$ cat config.mk
export PLATFORM = sky130hd
export DESIGN_NAME = ringnode_merger
export DESIGN_NICKNAME = d
export VERILOG_FILES = /design/src/rtl/ringnode_pkg.sv /design/src/rtl/ringnode_window.sv /design/src/rtl/ringnode_pending.sv /design/src/rtl/ringnode_merger.sv
export SDC_FILE = /design/constraint.sdc
export NUM_CORES = 2
export LEC_CHECK = 0
export BUFFER_PORTS_ARGS = -buffer_cell sky130_fd_sc_hd__buf_4
export CAP_MARGIN = 20
export CORE_MARGIN = 1.5
export CORE_UTILIZATION = 65
export DETAILED_ROUTE_END_ITERATION = 10
export PLACE_DENSITY = 0.92
export SYNTH_ARGS = -nofsm -noshare
export SYNTH_HDL_FRONTEND = slang
export SYNTH_SLANG_ARGS = --single-unit
$ cat constraint.sdc
create_clock -name clk -period 11.75 [get_ports clk]
set_clock_uncertainty 0.2 [all_clocks]
set_input_delay 2.35 -clock clk [delete_from_list [all_inputs] [get_ports clk]]
set_output_delay 2.35 -clock clk [all_outputs]
set_load 0.03 [all_outputs]
$ cat src/rtl/ringnode_pkg.sv
package ringnode_pkg;
    localparam int WORD_W = 32;
    typedef logic [WORD_W-1:0] word_t;
endpackage

$ cat src/rtl/ringnode_window.sv
module ringnode_window #(
    parameter int ADDR_W = 4
) (
    input  logic [ADDR_W-1:0] base,
    input  logic [ADDR_W:0]   len,
    input  logic [ADDR_W-1:0] addr,
    output logic              hit
);
    logic [ADDR_W:0] offset;

    always_comb begin
        offset = {1'b0, addr} - {1'b0, base};
        hit    = (addr >= base) && (offset < len);
    end
endmodule

$ cat src/rtl/ringnode_pending.sv
module ringnode_pending
    import ringnode_pkg::*;
#(
    parameter int ADDR_W      = 4,
    parameter int FRAME_WORDS = 16
) (
    input  logic              clk,
    input  logic              rst_n,
    input  logic              wr_en,
    input  logic [ADDR_W-1:0] wr_addr,
    input  word_t             wr_data,
    input  logic              take,
    input  logic [ADDR_W-1:0] take_addr,
    output logic              hit_vld,
    output word_t             hit_data
);
    typedef struct packed {
        logic [FRAME_WORDS-1:0]             vld;
        logic [FRAME_WORDS-1:0][WORD_W-1:0] data;
    } pend_t;

    pend_t st_d, st_q;

    always_comb begin
        st_d = st_q;
        if (take) begin
            st_d.vld[take_addr] = 1'b0;
        end
        if (wr_en) begin
            st_d.vld[wr_addr]  = 1'b1;
            st_d.data[wr_addr] = wr_data;
        end
    end

    always_ff @(posedge clk) begin
        if (!rst_n) st_q <= '0;
        else        st_q <= st_d;
    end

    assign hit_vld  = st_q.vld[take_addr];
    assign hit_data = st_q.data[take_addr];

    // a consumed entry is gone unless rewritten in the same cycle
    p_pending_clears_r4: assert property (@(posedge clk) disable iff (!rst_n)
        take && !(wr_en && wr_addr == take_addr) |=> !st_q.vld[$past(take_addr)]);

    // the most recent write is the one held
    p_last_write_wins_r10: assert property (@(posedge clk) disable iff (!rst_n)
        wr_en |=> st_q.vld[$past(wr_addr)] && st_q.data[$past(wr_addr)] == $past(wr_data));
endmodule

$ cat src/rtl/ringnode_merger.sv
module ringnode_merger
    import ringnode_pkg::*;
#(
    parameter int ADDR_W      = 4,
    parameter int FRAME_WORDS = 16,
    parameter int CNT_W       = 16
) (
    input  logic              clk,
    input  logic              rst_n,
    input  logic              up_valid,
    output logic              up_ready,
    input  logic [31:0]       up_data,
    output logic              dn_valid,
    input  logic              dn_ready,
    output logic [31:0]       dn_data,
    input  logic [ADDR_W-1:0] cfg_base,
    input  logic [ADDR_W:0]   cfg_len,
    input  logic              host_wr_en,
    input  logic [ADDR_W-1:0] host_wr_addr,
    input  logic [31:0]       host_wr_data,
    output logic              host_err,
    input  logic [ADDR_W-1:0] host_rd_addr,
    output logic [31:0]       host_rd_data,
    output logic [CNT_W-1:0]  frame_count
);
    localparam logic [ADDR_W-1:0] LAST_POS = ADDR_W'(FRAME_WORDS - 1);

    typedef struct packed {
        logic [ADDR_W-1:0]                  pos;
        logic [CNT_W-1:0]                   frames;
        logic                               err;
        logic [FRAME_WORDS-1:0][WORD_W-1:0] copy;
    } node_t;

    node_t st_d, st_q;

    logic  xfer, fwd_hit, host_hit, pend_vld;
    word_t pend_data, fwd_word;

    ringnode_window #(.ADDR_W(ADDR_W)) u_fwd_win (
        .base(cfg_base), .len(cfg_len), .addr(st_q.pos), .hit(fwd_hit)
    );

    ringnode_window #(.ADDR_W(ADDR_W)) u_host_win (
        .base(cfg_base), .len(cfg_len), .addr(host_wr_addr), .hit(host_hit)
    );

    ringnode_pending #(.ADDR_W(ADDR_W), .FRAME_WORDS(FRAME_WORDS)) u_pend (
        .clk      (clk),
        .rst_n    (rst_n),
        .wr_en    (host_wr_en && host_hit),
        .wr_addr  (host_wr_addr),
        .wr_data  (host_wr_data),
        .take     (xfer && fwd_hit),
        .take_addr(st_q.pos),
        .hit_vld  (pend_vld),
        .hit_data (pend_data)
    );

    always_comb begin
        xfer     = up_valid && dn_ready;
        fwd_word = (fwd_hit && pend_vld) ? pend_data : up_data;
        st_d     = st_q;
        if (xfer) begin
            st_d.copy[st_q.pos] = fwd_word;
            if (st_q.pos == LAST_POS) begin
                st_d.pos    = '0;
                st_d.frames = st_q.frames + 1'b1;
            end else begin
                st_d.pos = st_q.pos + 1'b1;
            end
        end
        if (host_wr_en && !host_hit) begin
            st_d.err = 1'b1;
        end
    end

    always_ff @(posedge clk) begin
        if (!rst_n) st_q <= '0;
        else        st_q <= st_d;
    end

    assign up_ready     = dn_ready;
    assign dn_valid     = up_valid;
    assign dn_data      = fwd_word;
    assign host_err     = st_q.err;
    assign host_rd_data = st_q.copy[host_rd_addr];
    assign frame_count  = st_q.frames;

    // a stalled word leaves the position where it was
    p_stall_holds_r2: assert property (@(posedge clk) disable iff (!rst_n)
        !(up_valid && dn_ready) |=> $stable(st_q.pos));

    // outside the window the word passes untouched
    p_outside_unchanged_r3: assert property (@(posedge clk) disable iff (!rst_n)
        dn_valid && !fwd_hit |-> dn_data == up_data);

    // an out-of-window write raises the flag
    p_bad_write_flag_r6: assert property (@(posedge clk) disable iff (!rst_n)
        host_wr_en && !host_hit |=> host_err);

    // local copy holds what was sent downstream
    p_copy_matches_r7: assert property (@(posedge clk) disable iff (!rst_n)
        dn_valid && dn_ready |=> st_q.copy[$past(st_q.pos)] == $past(dn_data));

    // counter steps after the last word of a pass
    p_frame_step_r8: assert property (@(posedge clk) disable iff (!rst_n)
        dn_valid && dn_ready && st_q.pos == LAST_POS |=> frame_count == $past(frame_count) + 1'b1);
endmodule

After elaboration in Yosys (flattened, before gate mapping). Cells that the tools add are included.

Flip-flop bits (word level): 1061. Bits of input ports: 86. Output and inout port bits: 83. Word-level logic and storage cells: 84.

Add/sub/neg operators: 4. Order comparisons: 9. Eq/ne operators: 1. Multiplexer cells: 20. Bitwise gates (word level): 3. Reduce and logical (&&, ||, !) cells: 11.

Operator list (count): bitwise mux 512 bit (2); 2-to-1 mux 528 bit (1); binary-select mux 32 bit (select 4 bit) (2); demux 32 bit (select 4 bit) (2); 2-to-1 mux 32 bit (5); adder 16 x 1 -> 16 bit (second input constant) (1); AND 16 bit (1); 2-to-1 mux 16 bit (1); inverter 16 bit (1); bitwise OR 16 bit (1); less-than comparator 4 x 5 -> 1 bit (second input constant) (3); less-than comparator 5 bit (2); subtractor 4 x 4 -> 5 bit (2); logical AND 1 bit (9); demux 1 bit (select 4 bit) (2); greater-or-equal comparator 4 x 1 -> 1 bit (second input constant) (2); greater-or-equal comparator 4 bit (2); adder 4 x 1 -> 4 bit (second input constant) (1); binary-select mux 1 bit (select 4 bit) (1); equality test 4 bit (second input constant) (1); 2-to-1 mux 4 bit (1); 2-to-1 mux 1 bit (3); AND reduction 2 bit (1); logical NOT 1 bit (1).

Logic depth before layout (Yosys ltp).
Word-level depth: 9. Gate-level depth with buffers: 19. Depth with buffers taken out: 13.

Cells and area by module. A second synthesis with hierarchy kept.

Cell total of the unflattened synthesis: 5057. Area, all modules: 49555.0 sq um.

Modules (own cells, without submodules): ringnode_pending (instances 1, cells each 2774, area each 25306.8 sq um, sequential area each 10570.1 sq um); ringnode_merger (instances 1, cells each 2221, area each 23750.3 sq um, sequential area each 10670.2 sq um); ringnode_window (instances 2, cells each 31, area each 249.0 sq um, sequential area each 0.0 sq um).

Worst setup path before layout. Ideal clock, no wire load.

Path type: input port to output port. Start: input cfg_base[0]. End: output dn_data[29]. Arrival: 5316 ps. Required time: 9200 ps. Path slack: 3884 ps. Stages on the path: 16. Buffers on the path: 4. Cell sequence: ha_1 -> inv_1 -> fa_1 -> a21o_1 -> a21oi_1 -> ha_1 -> a21oi_1 -> o21ai_0 -> a311o_1 -> buf_4 -> a21o_1 -> buf_6 -> buf_12 -> a211oi_4 -> buf_4 -> inv_1.

Longest elaborated chain between the ends: 5. Elaborated cells between the ends (all ways): 6. Those cells by class: add/sub (1); order compare (2); mux (1); reduce/logical (2).

Ends and longest elaborated chain: from (decl) (line ringnode_merger.sv:16) `input logic [ADDR_W-1:0] cfg_base,`; subtractor 4 x 4 -> 5 bit (line ringnode_window.sv:12) `offset = {1'b0, addr} - {1'b0, base};`; less-than comparator 5 bit (line ringnode_window.sv:13) `hit = (addr >= base) && (offset < len);`; logical AND 1 bit (*) (line ringnode_window.sv:13); logical AND 1 bit (*) (line ringnode_merger.sv:62) `fwd_word = (fwd_hit && pend_vld) ? pend_data : up_data;`; 2-to-1 mux 32 bit (*) (line ringnode_merger.sv:62); to (decl) (line ringnode_merger.sv:15) `output logic [31:0] dn_data,`.

Every way passes the cells marked *; elsewhere a longest branch is shown, timed or not.

Worst setup path in the final report.
Start: input cfg_base[0]. End: output dn_data[23].

The elaborated chain is that of the path after synthesis.

==> impl_metrics.tcl <==
set metrics [dict create \
    io_buffer_count 168 \
    r2r-end "st_q[149]" \
    core_area_um2 69900 \
    hold_viol_final 0 \
    slew_headroom 0.166 \
    post-route-period-util 0.755 \
    hold_path.class "reg -> reg" \
    die_h_um 268 \
    setup_viol 0 \
    cts_setup_buffers 0 \
    ir_worst_vdd_mv 0.115 \
    postRouteWirelength_um 144000 \
    post_cts_resized 0 \
    max_freq_mhz 113 \
    cts_buffers 98 \
    synth.distinct_cells 52 \
    drt_pass1_iterations 6 \
    start_kind "primary input" \
    via_count 37532 \
    htree_levels 3 \
    cap_viol_max_count 0 \
    rsz0062_at_grt "false" \
    critPathRequiredTime_ns 9.20 \
    power_density_nw_per_um2 147 \
    grt_max_degree 306 \
    synthToLayoutAreaGrowth_pct 9.43 \
    path_class "in -> out" \
    synth_seq_cells 1061 \
    hp-start "u_pend.st_q[151]" \
    dp_hpwl_um 75800 \
    clkSinkCount 1061 \
    syn_nets 4505 \
    holdPathEnd "u_pend.st_q[151]" \
    fin_cells 5282 \
    cts.clk_slew.worst_paths_ns 0.06 \
    timing.rr.start "st_q[531]" \
    clockRootBuffer "clkbuf_16" \
    antenna_found_initial 10 \
    clock_latency_ns 0.70 \
    synth_ff_type "dfxtp_1" \
    die_w_um 268 \
    grtUsageTotal 0.387 \
    ys_seq_area_frac 0.464 \
    clk_path_buf_depth 3 \
    ant_nets 0 \
    ioPinCount 169 \
    initial_core_util 0.655 \
    cellLeakagePower_uw 0.0173 \
    worstPathArrival_ns 6.32 \
    syn_area_um2 45800 \
    synth_edf_count 0 \
    holdPathStages 2 \
    wl_per_cell_um 27.2 \
    rr_worst_depth 7 \
    ys_async_sr_fraction 0 \
    yosysWarnings 0 \
    nets 4371 \
    ff2ff_setup_slack_ns 6.82 \
    dieArea_um2 72000 \
    final-max-slew-violation-count 0 \
    worst_slew_pin_slew_ns 1.25 \
    num_rows 97 \
    status "finished clean" \
    fillers 4129 \
    place_congestion 0.904 \
    dp_cells 5099 \
    critPathCaptureType "primary output" \
    syn_area_per_cell_um2 10.4 \
    synth_cells 4396 \
    drt-initial-drc-count 6795 \
    cts_tree "built" \
    cp_max_fo 62 \
    cts-hold-fix-buffers 0 \
    overflow 0 \
    tns_ns 0 \
    grt_pass1_vias 37701 \
    min_period_ns 8.87 \
    remaining_drc_errors 0 \
    vias_per_cell 7.11 \
    grt_pass1_wl_um 215000 \
    drive_gt1_frac 0.176 \
]
[flip-flops by register name, indices dropped and copies added (netlist names)]
| register | cells |
|---|---|
| host_err | 1 |
| frame_count | 16 |
| st_q | 516 |
| u_pend.st_q | 528 |
[final cells by class]
| type | instances | area [um2] | area share |
|---|---|---|---|
| inverters | 45 | 169 | 0.00337 |
| multi-input cells | 2823 | 22400 | 0.447 |
| diodes | 4 | 10.0 | 0.000200 |
| clock inverters | 26 | 302 | 0.00602 |
| well taps | 940 | 1180 | 0.0235 |
| flip-flops and latches | 1061 | 21200 | 0.424 |
| clock buffers | 150 | 2950 | 0.0589 |
| repair buffers | 233 | 1850 | 0.0369 |
[stage by stage]
| stage | instance area [um2] | setup WS [ns] | hold slack [ns] | utilization | total power (uW) |
|---|---|---|---|---|---|
| global placement | 46800 | 3.12 | 0.238 | 0.669 | 4120 |
| finish | 50100 | 2.88 | 0.256 | 0.717 | 7370 |
| floorplan | 45800 | 3.88 | 0.232 | - | 4000 |
| detailed placement | 46800 | 3.06 | 0.244 | 0.669 | 4130 |
| CTS | 50000 | 3.04 | 0.254 | 0.716 | 7310 |
| global route | 50100 | 2.76 | 0.263 | 0.717 | 7510 |
[per-layer routing]
layer  part of all wire  track usage  vias up
met1               0.34        0.473    17842
met5            0.00051      0.00270        -
li1                   -            -    15343
met3               0.14        0.115      919
met4              0.072        0.269       12
met2               0.45        0.589     3416
[worst max-delay path, stage by stage]
cell      delay (ns)
buf_4           0.13
ha_1            0.17
inv_1           0.07
fa_1            0.40
xor2_1          0.19
ha_1            0.30
nand2_1         0.05
o21ai_0         0.41
a311o_2         0.30
buf_4           0.54
a211oi_1        0.18
a211oi_4        0.77
inv_1           0.19
buf_4           0.22
[Yosys cell counts (all sizes together), types with 8 or more instances]
cell    instances  area [um2]
a211oi         93        1070
a21boi         21         158
a21o            8        60.1
a21oi         521        2650
and2           15        93.8
buf           158        1070
clkbuf        309        1160
dfxtp        1061       21200
ha             21         263
inv            45         169
mux2i         517        5170
mux4          290        6530
nand2         697        2620
nor2           17        63.8
nor3           11        85.1
nor4            8         109
o21a           18         135
o21ai         521        2610
xnor2          16         140
[logic make-up after synthesis]
logic type / Yosys count / share of synthesized area
AOI/OAI and AO/OA: 1190 / 0.148
xor gates and xnor gates: 18 / 0.00344
adders and majority gates: 23 / 0.00661
buffers and inverters: 512 / 0.0525
DFF: 1061 / 0.464
muxes: 809 / 0.256
and+or+nand+nor: 783 / 0.0698
[worst max path at each step]
stage / end / slack, ns / from / cells past startpoint
3_5_place_dp: dn_data[23] / 3.06 / cfg_base[0] / 14
5_1_grt: dn_data[23] / 2.76 / cfg_base[0] / 14
3_3_place_gp: dn_data[13] / 3.12 / cfg_base[0] / 14
2_1_floorplan: dn_data[29] / 3.88 / cfg_base[0] / 16
4_1_cts: dn_data[13] / 3.04 / cfg_base[0] / 14
6_report: dn_data[23] / 2.88 / cfg_base[0] / 14
[placed cells by master, fill, tap and decap left out, types with 9 or more instances in the layout]
| cell | count |
|---|---|
| inv_1 | 43 |
| clkbuf_8 | 27 |
| a21oi_1 | 511 |
| ha_1 | 21 |
| o21a_1 | 18 |
| dfxtp_1 | 1058 |
| a21oi_2 | 9 |
| xnor2_1 | 16 |
| a21boi_0 | 21 |
| o21ai_0 | 520 |
| nor2_4 | 12 |
| nand2_1 | 695 |
| clkinv_2 | 16 |
| mux4_2 | 290 |
| a211oi_4 | 29 |
| clkbuf_1 | 24 |
| a211oi_1 | 62 |
| clkbuf_16 | 100 |
| mux2i_1 | 517 |
| and2_1 | 15 |
| buf_4 | 224 |
[where the power goes]
group	internal, uW	leakage [uW]	switching (uW)
clock	1860	0.00161	1430
combinational	135	0.00712	302
sequential	3620	0.00855	18.1
Power figures use the tool's default switching activity.
